===== config.mk =====
export PLATFORM = sky130hd
export DESIGN_NAME = ddr_init_seq
export DESIGN_NICKNAME = d
export VERILOG_FILES = /design/src/rtl/ddr_init_pkg.sv /design/src/rtl/ddr_init_ctrl.sv /design/src/rtl/ddr_init_dp.sv /design/src/rtl/ddr_init_seq.sv
export SDC_FILE = /design/constraint.sdc
export NUM_CORES = 1
export LEC_CHECK = 0
export ABC_AREA = 1
export BUFFER_PORTS_ARGS = -buffer_cell sky130_fd_sc_hd__buf_2
export CAP_MARGIN = 0
export CORE_UTILIZATION = 55
export CTS_BUF_LIST = sky130_fd_sc_hd__clkbuf_4
export DETAILED_ROUTE_END_ITERATION = 6
export GPL_ROUTABILITY_DRIVEN = 0
export PLACE_DENSITY = 0.79
export SYNTH_ARGS = -nofsm -noshare
export SYNTH_HDL_FRONTEND = slang
export SYNTH_SLANG_ARGS = --single-unit

===== constraint.sdc =====
create_clock -name clk -period 2.25 [get_ports clk]
set_input_delay 0.225 -clock clk [delete_from_list [all_inputs] [get_ports clk]]
set_output_delay 0.225 -clock clk [all_outputs]
set_load 0.005 [all_outputs]

===== src/rtl/ddr_init_pkg.sv =====
package ddr_init_pkg;

  typedef enum logic [2:0] {
    STEP_CKE,
    STEP_PRE1,
    STEP_EMR,
    STEP_MR_DLLRST,
    STEP_PRE2,
    STEP_REF1,
    STEP_REF2,
    STEP_MR_FINAL
  } step_e;

  typedef struct packed {
    logic  issue;
    step_e step;
  } seq_strobe_t;

  // {csN, rasN, casN, weN}
  localparam logic [3:0] CMD_NOP = 4'b0111;
  localparam logic [3:0] CMD_PRE = 4'b0010;
  localparam logic [3:0] CMD_REF = 4'b0001;
  localparam logic [3:0] CMD_LMR = 4'b0000;

  function automatic logic [2:0] casCode(input logic [1:0] sel);
    case (sel)
      2'd0:    casCode = 3'b101;
      2'd1:    casCode = 3'b010;
      2'd2:    casCode = 3'b110;
      default: casCode = 3'b011;
    endcase
  endfunction

  function automatic logic [2:0] burstCode(input logic [1:0] sel);
    case (sel)
      2'd0:    burstCode = 3'b001;
      2'd1:    burstCode = 3'b010;
      default: burstCode = 3'b011;
    endcase
  endfunction

endpackage


===== src/rtl/ddr_init_ctrl.sv =====
module ddr_init_ctrl
  import ddr_init_pkg::*;
#(
  parameter int GAP_W         = 4,
  parameter int STABLE_CYCLES = 50000
) (
  input  logic             clk,
  input  logic             rstN,
  input  logic             cfgLoad,
  input  logic             cfgInitBit,
  input  logic [GAP_W-1:0] tRp,
  input  logic [GAP_W-1:0] tMrd,
  input  logic [GAP_W-1:0] tRfc,
  output seq_strobe_t      strobe,
  output logic             initDone
);

  localparam int UP_W = $clog2(STABLE_CYCLES + 1);
  localparam logic [UP_W-1:0]  STABLE_V = UP_W'(STABLE_CYCLES);
  localparam logic [GAP_W-1:0] ONE      = GAP_W'(1);

  typedef enum logic [1:0] {S_IDLE, S_WAIT, S_RUN, S_DONE} state_e;

  state_e           state;
  step_e            curStep;
  step_e            nextStep;
  logic [GAP_W-1:0] gapCnt;
  logic [UP_W-1:0]  upCnt;
  logic             stableOk;
  logic             gapExpired;

  function automatic logic [GAP_W-1:0] gapFor(input step_e s, input logic [GAP_W-1:0] rp,
                                                input logic [GAP_W-1:0] mrd,
                                                input logic [GAP_W-1:0] rfc);
    logic [GAP_W-1:0] g;
    case (s)
      STEP_PRE1, STEP_PRE2: g = rp;
      STEP_REF1, STEP_REF2: g = rfc;
      STEP_CKE:             g = ONE;
      default:              g = mrd;
    endcase
    gapFor = (g == '0) ? ONE : g;
  endfunction

  // settle counter runs from reset release, saturating at the limit
  always_ff @(posedge clk or negedge rstN) begin
    if (!rstN)                upCnt <= '0;
    else if (upCnt != STABLE_V) upCnt <= upCnt + 1'b1;
  end

  assign stableOk   = (upCnt == STABLE_V);
  assign gapExpired = (gapCnt == ONE);
  assign nextStep   = step_e'(curStep + 3'd1);
  assign initDone   = (state == S_DONE);

  always_comb begin
    strobe.issue = 1'b0;
    strobe.step  = STEP_CKE;
    case (state)
      S_WAIT: strobe.issue = stableOk;
      S_RUN: begin
        strobe.step  = nextStep;
        strobe.issue = gapExpired && (curStep != STEP_MR_FINAL);
      end
      default: ;
    endcase
  end

  always_ff @(posedge clk or negedge rstN) begin
    if (!rstN) begin
      state   <= S_IDLE;
      curStep <= STEP_CKE;
      gapCnt  <= ONE;
    end else begin
      case (state)
        S_IDLE: if (cfgLoad && cfgInitBit) state <= S_WAIT;
        S_WAIT: if (stableOk) begin
          state   <= S_RUN;
          curStep <= STEP_CKE;
          gapCnt  <= ONE;
        end
        S_RUN: begin
          if (gapExpired) begin
            if (curStep == STEP_MR_FINAL) begin
              state <= S_DONE;
            end else begin
              curStep <= nextStep;
              gapCnt  <= gapFor(nextStep, tRp, tMrd, tRfc);
            end
          end else begin
            gapCnt <= gapCnt - 1'b1;
          end
        end
        default: ;
      endcase
    end
  end

endmodule


===== src/rtl/ddr_init_dp.sv =====
module ddr_init_dp
  import ddr_init_pkg::*;
#(
  parameter int ROW_W = 12,
  parameter int BA_W  = 2
) (
  input  logic             clk,
  input  logic             rstN,
  input  seq_strobe_t      strobe,
  input  logic [1:0]       burstLenSel,
  input  logic             burstInterleave,
  input  logic [1:0]       casSel,
  input  logic             driveReduced,
  input  logic             qfcEnable,
  output logic             cke,
  output logic [3:0]       cmd,
  output logic [BA_W-1:0]  ba,
  output logic [ROW_W-1:0] addr
);

  localparam int PRE_ALL_BIT = 10;
  localparam int DLL_RST_BIT = 8;

  logic [3:0]       nextCmd;
  logic [BA_W-1:0]  nextBa;
  logic [ROW_W-1:0] nextAddr;

  always_comb begin
    nextCmd  = CMD_NOP;
    nextBa   = '0;
    nextAddr = '0;
    if (strobe.issue) begin
      case (strobe.step)
        STEP_PRE1, STEP_PRE2: begin
          nextCmd               = CMD_PRE;
          nextAddr[PRE_ALL_BIT] = 1'b1;
        end
        STEP_REF1, STEP_REF2: nextCmd = CMD_REF;
        STEP_EMR: begin
          nextCmd     = CMD_LMR;
          nextBa      = BA_W'(1);
          nextAddr[1] = driveReduced;
          nextAddr[2] = qfcEnable;
        end
        STEP_MR_DLLRST, STEP_MR_FINAL: begin
          nextCmd               = CMD_LMR;
          nextAddr[2:0]         = burstCode(burstLenSel);
          nextAddr[3]           = burstInterleave;
          nextAddr[6:4]         = casCode(casSel);
          nextAddr[DLL_RST_BIT] = (strobe.step == STEP_MR_DLLRST);
        end
        default: ;
      endcase
    end
  end

  always_ff @(posedge clk or negedge rstN) begin
    if (!rstN) begin
      cke  <= 1'b0;
      cmd  <= CMD_NOP;
      ba   <= '0;
      addr <= '0;
    end else begin
      cmd  <= nextCmd;
      ba   <= nextBa;
      addr <= nextAddr;
      if (strobe.issue && strobe.step == STEP_CKE) cke <= 1'b1;
    end
  end

endmodule


===== src/rtl/ddr_init_seq.sv =====
module ddr_init_seq
  import ddr_init_pkg::*;
#(
  parameter int CLK_MHZ = 250,
  parameter int WAIT_US = 200,
  parameter int GAP_W   = 4,
  parameter int ROW_W   = 12,
  parameter int BA_W    = 2
) (
  input  logic             clk,
  input  logic             rstN,
  input  logic             cfgLoad,
  input  logic             cfgInitBit,
  input  logic [1:0]       burstLenSel,
  input  logic             burstInterleave,
  input  logic [1:0]       casSel,
  input  logic             driveReduced,
  input  logic             qfcEnable,
  input  logic [GAP_W-1:0] tRp,
  input  logic [GAP_W-1:0] tMrd,
  input  logic [GAP_W-1:0] tRfc,
  output logic             ckeOut,
  output logic             csN,
  output logic             rasN,
  output logic             casN,
  output logic             weN,
  output logic [BA_W-1:0]  bankAddr,
  output logic [ROW_W-1:0] memAddr,
  output logic             initDone
);

  localparam int STABLE_CYCLES = CLK_MHZ * WAIT_US;

  seq_strobe_t strobe;
  logic [3:0]  cmdBits;

  ddr_init_ctrl #(.GAP_W(GAP_W), .STABLE_CYCLES(STABLE_CYCLES)) u_ctrl (
    .clk(clk), .rstN(rstN), .cfgLoad(cfgLoad), .cfgInitBit(cfgInitBit),
    .tRp(tRp), .tMrd(tMrd), .tRfc(tRfc), .strobe(strobe), .initDone(initDone)
  );

  ddr_init_dp #(.ROW_W(ROW_W), .BA_W(BA_W)) u_dp (
    .clk(clk), .rstN(rstN), .strobe(strobe), .burstLenSel(burstLenSel),
    .burstInterleave(burstInterleave), .casSel(casSel), .driveReduced(driveReduced),
    .qfcEnable(qfcEnable), .cke(ckeOut), .cmd(cmdBits), .ba(bankAddr), .addr(memAddr)
  );

  assign {csN, rasN, casN, weN} = cmdBits;

endmodule


Word level (Yosys, flattened, before mapping)
Cells that the tools add are included.
{"block": "word_totals", "register_bits": 41, "latch_bits": 0, "ramBits": 0, "mem_bits_ro": 0, "in_bits": 23, "wordCells": 93, "n_memories": 0}
{"block": "op_classes", "add_sub_neg": 3, "mul": 0, "n_div": 0, "n_lt_le_gt_ge": 0, "n_eq_ne": 28, "shift": 0, "n_mux": 34, "bitwise_logic": 0, "reduce_logical": 20}
{"operator": "4-bit 2-to-1 mux", "count": 8}
{"operator": "3-bit equality test (second input constant)", "count": 8}
{"operator": "3-bit one-hot mux with 3 select lines", "count": 2}
{"operator": "16-bit by 1-bit adder with 16-bit output (second input constant)", "count": 1}
{"operator": "16-bit equality test (second input constant)", "count": 1}
{"operator": "16-bit inequality test (second input constant)", "count": 1}
{"operator": "3-bit 2-to-1 mux", "count": 5}
{"operator": "4-bit one-hot mux with 3 select lines", "count": 1}
{"operator": "2-bit 2-to-1 mux", "count": 5}
{"operator": "2-bit OR reduction", "count": 5}
{"operator": "2-bit by 1-bit inequality test with 1-bit output (second input constant)", "count": 4}
{"operator": "2-bit one-hot mux with 2 select lines", "count": 2}
{"operator": "4-bit one-hot mux with 2 select lines", "count": 1}
{"operator": "7-bit 2-to-1 mux", "count": 1}
{"operator": "2-bit by 1-bit equality test with 1-bit output (second input constant)", "count": 3}
{"operator": "2-bit equality test (second input constant)", "count": 3}
{"operator": "3-bit by 1-bit equality test with 1-bit output (second input constant)", "count": 2}
{"operator": "3-bit by 2-bit equality test with 1-bit output (second input constant)", "count": 2}
{"operator": "2-bit logical NOT", "count": 3}
{"operator": "3-bit logical NOT", "count": 2}
{"operator": "1-bit 2-to-1 mux", "count": 6}
{"operator": "3-bit inequality test (second input constant)", "count": 2}
{"operator": "2-bit one-hot mux with 3 select lines", "count": 1}
{"operator": "3-bit one-hot mux with 2 select lines", "count": 1}
{"operator": "other kinds (13)", "count": 15}

Logic depth before layout (Yosys ltp)
Gate-level depths: netlist of the first run.
{"block": "logic_depth", "word_depth": 12, "mapped_depth": 12}

Modules after synthesis
From an unflattened synthesis of the first run, not the netlist that was laid out.
{"block": "hier_totals", "cells_unflattened": 280, "area_unflattened_um2": 2358.5}
{"mod": "ddr_init_ctrl", "instances": 1, "cells_each": 216, "area_per_inst_um2": 1727.9, "seq_area_each_um2": 626.9}
{"mod": "ddr_init_dp", "instances": 1, "cells_each": 64, "area_per_inst_um2": 630.6, "seq_area_each_um2": 354.1}

Worst setup path after synthesis of the first run
No wires, ideal clock.
{"block": "synth_timing", "path_kind": "reg-to-reg", "startpoint": "reg u_ctrl.curStep[0]", "endpoint": "reg u_ctrl.gapCnt[3]", "t_arrival_ns": 1.668, "required_time_ns": 2.173, "path_slack_ns": 0.505, "stages_incl_launch_ff": 11, "synth_period_minus_slack_ns": 1.745, "cell_sequence": "dfrtp_1 -> ha_1 -> ha_1 -> inv_2 -> nand2_1 -> nand2_2 -> nor2_4 -> nand2_1 -> nand3_1 -> nand3_1 -> o21ai_1"}
{"block": "synth_between", "elab_chain_cells": 12, "word_cells_on_any_way": 20, "classes_between": "add/sub (1); eq/ne (6); mux (8); reduce/logical (5)"}
{"element": "start: declaration", "line_no": "ddr_init_ctrl.sv:25", "rtl": "step_e curStep;"}
{"element": "start signal: assignment", "line_no": "ddr_init_ctrl.sv:87", "rtl": "curStep <= nextStep;"}
{"element": "3-bit by 1-bit adder with 3-bit output", "line_no": "ddr_init_ctrl.sv:53", "rtl": "assign nextStep = step_e'(curStep + 3'd1);"}
{"element": "3-bit equality test or 3-bit by 1-bit equality test with 1-bit output (tied branches)", "line_no": "ddr_init_ctrl.sv:36", "rtl": "case (s)"}
{"element": "2-bit OR reduction", "line_no": "ddr_init_ctrl.sv:36"}
{"element": "4-bit one-hot mux with 3 select lines", "line_no": "ddr_init_ctrl.sv:36"}
{"element": "4-bit 2-to-1 mux", "line_no": "ddr_init_ctrl.sv:84", "rtl": "if (curStep == STEP_MR_FINAL) begin"}
{"element": "4-bit 2-to-1 mux", "line_no": "ddr_init_ctrl.sv:83", "rtl": "if (gapExpired) begin"}
{"element": "4-bit 2-to-1 mux", "line_no": "ddr_init_ctrl.sv:75", "rtl": "case (state)"}
{"element": "4-bit logical NOT", "line_no": "ddr_init_ctrl.sv:42", "rtl": "gapFor = (g == '0) ? ONE : g;"}
{"element": "4-bit 2-to-1 mux", "line_no": "ddr_init_ctrl.sv:42"}
{"element": "4-bit 2-to-1 mux", "line_no": "ddr_init_ctrl.sv:84"}
{"element": "4-bit 2-to-1 mux", "line_no": "ddr_init_ctrl.sv:83"}
{"element": "4-bit one-hot mux with 2 select lines", "line_no": "ddr_init_ctrl.sv:75"}
{"element": "end signal: assignment", "line_no": "ddr_init_ctrl.sv:88", "rtl": "gapCnt <= gapFor(nextStep, tRp, tMrd, tRfc);"}
{"element": "end signal: assignment", "line_no": "ddr_init_ctrl.sv:91", "rtl": "gapCnt <= gapCnt - 1'b1;"}
{"element": "end: declaration", "line_no": "ddr_init_ctrl.sv:27", "rtl": "logic [GAP_W-1:0] gapCnt;"}
Parallel ways exist; a longest one is shown, timed or not. The select of a mux whose other input is x is not followed.
A chain may end at the register's enable or synchronous reset.

Worst setup path after layout of the first run
Same ends and word-level chain as after synthesis.

==> summary.txt, run 1 <==
Timing
  • Peak Freq: about 510 MHz
  • Crit path time final: 1977 ps
  • WHS: 35.77 ps
  • Max_slew headroom: 0.4277
  • Worst clock skew: approximately 11 ps
  • Pins Over Slew Limit: 0
  • Worst-Margin Slew: 858.5 ps
  • Final worst-path cycle share: 0.8786
  • RSZ-0062 raised after global routing: no
  • Hold Vio Cnt, Final: 0
  • Setup TNS Final: 0 ps
  • Final WS setup: between 200 and 300 ps
  • Setup violations, final: 0

Hold path
  • Beginning of the worst hold path: burstLenSel[0]
  • Hold WC Path Type: in2reg
  • Hold path depth: 2
  • End of the worst hold path: u_dp.addr[0]

Worst setup path
  • Crit path DAT: about 2300 ps
  • FF-to-FF setup slack: 270 ps
  • Worst endpoint required time: ~2500 ps
  • Crit-path max FO: 9
  • CP Class: reg2reg
  • R2R depth: 10
  • Reg-to-reg critical path startpoint: u_ctrl.curStep[0]
  • Startpoint Class: flop
  • CP Capture Type: flop
  • R2r endpoint: u_ctrl.gapCnt[3]

Pwr
  • P_int: approximately 1.3 mW
  • Switching share of power: 0.4424
  • Leakage power: 1.328 nW
  • Cell Pwr Density: 891.2 mW/mm2
  • Peak VDD IR: 556.5 uV
  • Clk pwr share: 0.157
  • Reg power frac: 0.383
  • Net Sw Power: 1.019 mW
  • Logic pwr share: 0.460

Synthesis
  • Top cell type's share of synthesized area: 0.3813
  • Post-synth EDFFs: 0
  • Largest family of logic cells by synthesized area: simple AND/OR/NAND/NOR gates
  • Post-Synth Simple-Gate Area: 0.2772
  • Register area share after synthesis: 0.4270
  • Mux share of post-synthesis cell area: 0
  • Synth area leader: dfrtp_1
  • Post-synthesis compound-gate area fraction: 0.06699
  • Number of synthesized register bits: 39
  • Synth top area cells: dfrtp_1 38%, ha_1 9.3%, nand2_1 9.2%
  • Ys Warns: 0
  • Xor and xnor area share after synthesis: 0.05719
  • Synth Cell Area: ~0.0023 mm2
  • Dominant synthesized flop cell: dfrtp_1
  • Count of cell types in the netlist: 35
  • Gate Count Post-Synth: around 260
  • Post-synth ARST share: 1.000
  • Adder-cell area share of the yosys netlist: 0.09259
  • Avg Cell Area, Syn: 8.702 um2

Outcome
  • Failing checks: design-rule violations
  • Status: finished, violations left

Placement
  • Hpwl dp: between 3 and 4 mm
  • Dpl ws: 303.7 ps
  • Input/output buffers: 37
  • Cell area after placement: 0.002517 mm2

Clock network
  • Root buffer cell: clkbuf_4
  • TritonCTS clock tree: done
  • Post-CTS Resized: 0
  • Clock Latency Late Sink: 350 ps
  • Clock transition at path regs: roughly 120 ps
  • CTS H-tree lvls: 2
  • Post-CTS setup buffer count: 0
  • Num Clock Sinks: 39
  • CTS Buf Count: 5
  • Clk buf depth: 2

Die
  • Die area: between 0.004 and 0.005 mm2
  • Initial Util: 0.5743
  • Die Ht: 66.63 um
  • IO Count: 43
  • Die X: 66.63 um
  • Row count: 23
  • Core ar.: between 0.004 and 0.005 mm2

Finish
  • Post-Layout Inst Area: 0.002585 mm2
  • Layout cell share with drive strength beyond 1: 0.2597
  • NumNets Final: 347
  • Post-layout util: 0.6462
  • Area Growth Syn to Fin: 12.53%
  • Antenna diodes: 0

Job
  • Max cap viols: 0

Route
  • Via count: approximately 1800
  • Vias/cell: approximately 5
  • Detailed Route Iter0 Violations: 53
  • # DRC: 2
  • DR WL/cell: 11.93 um
  • Final antenna-violating net count: 0
  • Final wirelength: 4.271 mm
  • DRT Pass-1 Iters: 6

Global route
  • GR Util All Layers: 0.2274
  • Maximum number of pins on one net before global-route repair: 40
  • Met1 Use GR: 0.2652
  • Initial antenna violation count: 0
  • Routing usage on met2: 0.4078
  • Grt peak-use layer: met2
  • First-pass GRT wire length: about 7.5 mm
  • GR Layer Usage met3: 0.05137
  • Vias in the first global route: 1787
  • Overflow after GRT: 0
==> area by class of cell <==
class / count / area (um2)
tap: 50 / 62.56
sequential: 39 / 980.9
timing repair buffer: 38 / 195.2
fill: 348 / 1415
clock buffer: 5 / 37.54
inverter: 36 / 135.1
multi-input combinational: 187 / 1154
clock inverter: 3 / 20.02
==> synthesized netlist by cell type (2+ instances only) <==
cell type / number
a21oi_1: 4
a21oi_2: 2
buf_4: 5
clkinv_1: 2
dfrtp_1: 35
dfstp_2: 4
ha_1: 17
inv_1: 30
inv_2: 4
nand2_1: 56
nand2_2: 6
nand2_4: 2
nand3_1: 15
nand3_2: 2
nand4_1: 4
nor2_1: 20
nor2_2: 6
nor2_4: 4
nor3_1: 4
o21ai_0: 9
o21ai_1: 6
xnor2_1: 8
xor2_1: 7
==> kinds of logic after synthesis <==
group | count (synthesis)
compound gates | 25
xor+xnor | 15
fa+ha+maj | 17
buf+inv | 42
flops | 39
other cells | 1
simple gates | 125
==> what timing repair did <==
item	in CTS	in global routing
endpoints found under the hold margin	35	0
hold buffers	1	0
setup endpoints to repair	0	0
==> layer usage <==
metal / up-vias / share of wire
met4: 0 / 0.0089
met5: - / 0
met1: 835 / 0.44
met2: 42 / 0.52
li1: 909 / -
met3: 4 / 0.036
==> power by group through the flow <==
stage	sequential, mW	clock, mW	combinational (mW)
final	0.882	0.363	1.06
after global routing	0.899	0.399	1.22
after CTS	0.880	0.376	1.07
after detailed placement	0.895	0	1.06
after global placement	0.887	0	1.03
after floorplan	0.872	0	0.838
==> per-stage QoR <==
step	total power, mW	std cells
4_1_cts	2.325	358
3_5_place_dp	1.952	349
5_1_grt	2.523	358
3_3_place_gp	1.916	349
6_report	2.304	358
2_1_floorplan	1.710	268
==> state kept, by name, summed over array words and instances, names as in the netlist <==
name and count:
u_dp.ba 1, u_ctrl.gapCnt 4, u_ctrl.state 2, u_dp.cke 1
u_ctrl.curStep 3, u_dp.addr 9, u_ctrl.upCnt 16, u_dp.cmd 3
==> layout by cell type (no fill, tap or decap), drive strengths merged, types with 5 or more instances in the layout <==
cell    Yosys  routed
nand2      64      64
buf         6      37
dfrtp      35      35
inv        34      34
nor2       30      30
nand3      18      18
ha         17      17
o21ai      16      16
xnor2       8       8
xor2        7       7
a21oi       6       6
nor3        6       6
conb        1       5
clkbuf      0       5
==> worst max-delay path by stage <==
| stage | start | end | slack [ps] | depth (start not counted) |
|---|---|---|---|---|
| finish | u_ctrl.curStep[0] | u_ctrl.gapCnt[3] | 270 | 10 |
| CTS | u_ctrl.curStep[0] | u_ctrl.gapCnt[1] | 260 | 10 |
| floorplan | u_ctrl.curStep[0] | u_ctrl.gapCnt[3] | 510 | 10 |
| global placement | u_ctrl.curStep[0] | u_ctrl.gapCnt[0] | 400 | 12 |
| detailed placement | u_ctrl.curStep[0] | u_ctrl.gapCnt[1] | 300 | 10 |
| global route | u_ctrl.curStep[0] | u_ctrl.gapCnt[1] | 70 | 10 |
==> worst max-delay path, stage by stage (launching register included) <==
cell and delay [ps]:
dfrtp_1 500, ha_1 240, ha_1 410, inv_2 110, nand2_1 80, nand2_2 80
nor2_4 130, nand2_1 70, nand3_1 80, nand3_1 80, o21ai_1 120
Power figures use the tool's default switching activity.
==> inputs of run 2 (changes only) <==
--- a/config.mk
+++ b/config.mk
@@ -8,11 +8,10 @@
 export ABC_AREA = 1
 export BUFFER_PORTS_ARGS = -buffer_cell sky130_fd_sc_hd__buf_2
 export CAP_MARGIN = 0
-export CORE_UTILIZATION = 55
+export CORE_UTILIZATION = 40
 export CTS_BUF_LIST = sky130_fd_sc_hd__clkbuf_4
 export DETAILED_ROUTE_END_ITERATION = 6
 export GPL_ROUTABILITY_DRIVEN = 0
-export PLACE_DENSITY = 0.79
 export SYNTH_ARGS = -nofsm -noshare
 export SYNTH_HDL_FRONTEND = slang
 export SYNTH_SLANG_ARGS = --single-unit
==> run 2 against run 1 <==
  * The flow now finishes without violations
  * Clock skew is 2.1 ps higher
  * Final cell count up 6.1%
  * Cell area rose by 2.1%
  * Sequential cell count unchanged
  * Setup slack gained 3.5 ps
  * Non-clock buffer count is the same
  * Power increased by 5.2%
  * Combinational power hardly changed
  * Register-to-register slack hardly changed
  * Fmax increased by 0.18%
  * Die area up 36%
  * Critical path type unchanged
  * Largest power group unchanged
  * Highest routed layer unchanged
==> summary.txt, run 2 (synthesis results as in run 1) <==
Timing
  • Setup violations, final: 0
  • Final worst-path cycle share: 0.8771
  • Max_slew headroom: 0.4215
  • Pins Over Slew Limit: 0
  • Crit path time final: 1973 ps
  • Hold Vio Cnt, Final: 0
  • Setup TNS Final: 0 ps
  • Worst clock skew: 13.48 ps
  • RSZ-0062 raised after global routing: no
  • Worst-Margin Slew: 867.8 ps
  • Peak Freq: 506.7 MHz

Clock network
  • Clock Latency Late Sink: between 300 and 400 ps
  • Post-CTS setup buffer count: 0
  • TritonCTS clock tree: done
  • Root buffer cell: clkbuf_4
  • Num Clock Sinks: 39
  • Clk buf depth: 2
  • CTS Buf Count: 5
  • Post-CTS Resized: 0
  • Clock transition at path regs: approximately 130 ps
  • CTS H-tree lvls: 2

Finish
  • Max FFs per register: 16
  • Most common cell after layout, fill and taps aside: nand2_1
  • Area Growth Syn to Fin: 14.87%
  • Antenna diodes: 0
  • Register with the most flip-flops: u_ctrl.upCnt
  • Largest regs: u_ctrl.upCnt x16, u_dp.addr x9, u_ctrl.gapCnt x4
  • NumNets Final: roughly 350
  • Most frequent cells in the layout: 56 x nand2_1, 37 x buf_2, 35 x dfrtp_1
  • Layout cell share with drive strength beyond 1: 0.2630
  • Post-Layout Inst Area: 0.002639 mm2

Die
  • Core ar.: 0.005507 mm2
  • Die X: between 70 and 80 um
  • Row count: 27
  • IO Count: 43
  • Die Ht: 77.78 um
  • Die area: between 0.006 and 0.007 mm2
  • Initial Util: 0.4172

Route
  • # DRC: 0
  • DRT Pass-1 Iters: 4
  • DR WL/cell: 10.93 um
  • Vias/cell: 4.592
  • Via count: 1745
  • Final antenna-violating net count: 0
  • Detailed Route Iter0 Violations: 66
  • Final wirelength: 4.154 mm

Pwr
  • Peak VDD IR: 533.2 uV
  • Cell Pwr Density: 918.1 mW/mm2
  • Leakage power: 1.341 nW

Global route
  • First-pass GRT wire length: 7.327 mm
  • Maximum number of pins on one net before global-route repair: 40
  • Initial antenna violation count: 0
  • GR Util All Layers: 0.1537
  • Overflow after GRT: 0
  • Vias in the first global route: between 1500 and 2000

Placement
  • Cell area after placement: 0.002545 mm2
  • Input/output buffers: 37
  • Hpwl dp: ~3.2 mm

Worst setup path
  • Crit-path max FO: 9
  • CP Capture Type: flop
  • Crit path DAT: ~2300 ps
  • Startpoint Class: flop
  • R2R depth: 10
  • CP Class: reg2reg
  • Worst endpoint required time: around 2500 ps

Hold path
  • Hold WC Path Type: in2reg
  • Hold path depth: 2

Job
  • Max cap viols: 0

Outcome
  • Status: complete, no violations
-- run 2: changes by cell type in the layout (fill, tap and decap cells not counted) --
cell and change:
clkinv_1 -1, inv_6 +1, clkinv_4 -1, bufinv_16 +1
-- run 2: worst max-delay path: stages (launching register included) --
cell	delay (ps)
dfrtp_1	490
ha_1	240
ha_1	410
inv_2	100
nand2_1	80
nand2_2	80
nor2_4	140
nand2_1	70
nand3_1	80
nand3_1	70
o21ai_1	130
-- run 2: metrics by stage --
| stage | util | instances | setup slack (ps) | hold WS [ps] | power (mW) |
|---|---|---|---|---|---|
| global placement | 0.4622 | 371 | 360.2 | 396.8 | 1.938 |
| global route | 0.4792 | 380 | 97.73 | 9.650 | 2.635 |
| CTS | 0.4792 | 380 | 277.9 | 18.00 | 2.448 |
| detailed placement | 0.4622 | 371 | 312.7 | 397.1 | 1.940 |
| finish | 0.4792 | 380 | 276.6 | 37.68 | 2.423 |
| floorplan | - | 268 | 505.3 | -70.59 | 1.710 |
-- run 2: final cells by class --
type                    instances  area (um2)
clock inverters                 3       46.29
clock buffers                   5       37.54
inverters                      36       135.1
repair buffers                 38       195.2
well taps                      72       90.09
flip-flops and latches         39       980.9
fillers                       559        2868
multi-input cells             187        1154
-- run 2: final timing paths --
check                                  start          endpoint  slack [ps]
setup / recovery           u_ctrl.curStep[0]  u_ctrl.gapCnt[3]         280
hold / removal                burstLenSel[0]      u_dp.addr[0]          40
setup reg to reg           u_ctrl.curStep[0]  u_ctrl.gapCnt[3]         280
hold reg to reg             u_ctrl.upCnt[15]  u_ctrl.upCnt[15]         480
max in group asynchronous               rstN  u_ctrl.gapCnt[1]        1180
min in group asynchronous               rstN  u_ctrl.upCnt[11]         500
-- run 2: power by group --
group          switching (mW)  total [mW]  internal (mW)
clock                   0.257       0.495          0.237
sequential             0.0845       0.876          0.792
combinational           0.679        1.05          0.373
-- run 2: routing by layer --
| metal | track usage | share of wire |
|---|---|---|
| met5 | 0 | 0 |
| met4 | 0.05094 | 0.014 |
| met3 | 0.03765 | 0.046 |
| met2 | 0.2593 | 0.48 |
| met1 | 0.1913 | 0.46 |
-- run 2: what timing repair did --
action,4_1_cts,5_1_grt
hold endpoints to repair,22,0
setup endpoints to repair,0,0
hold buffers,1,0
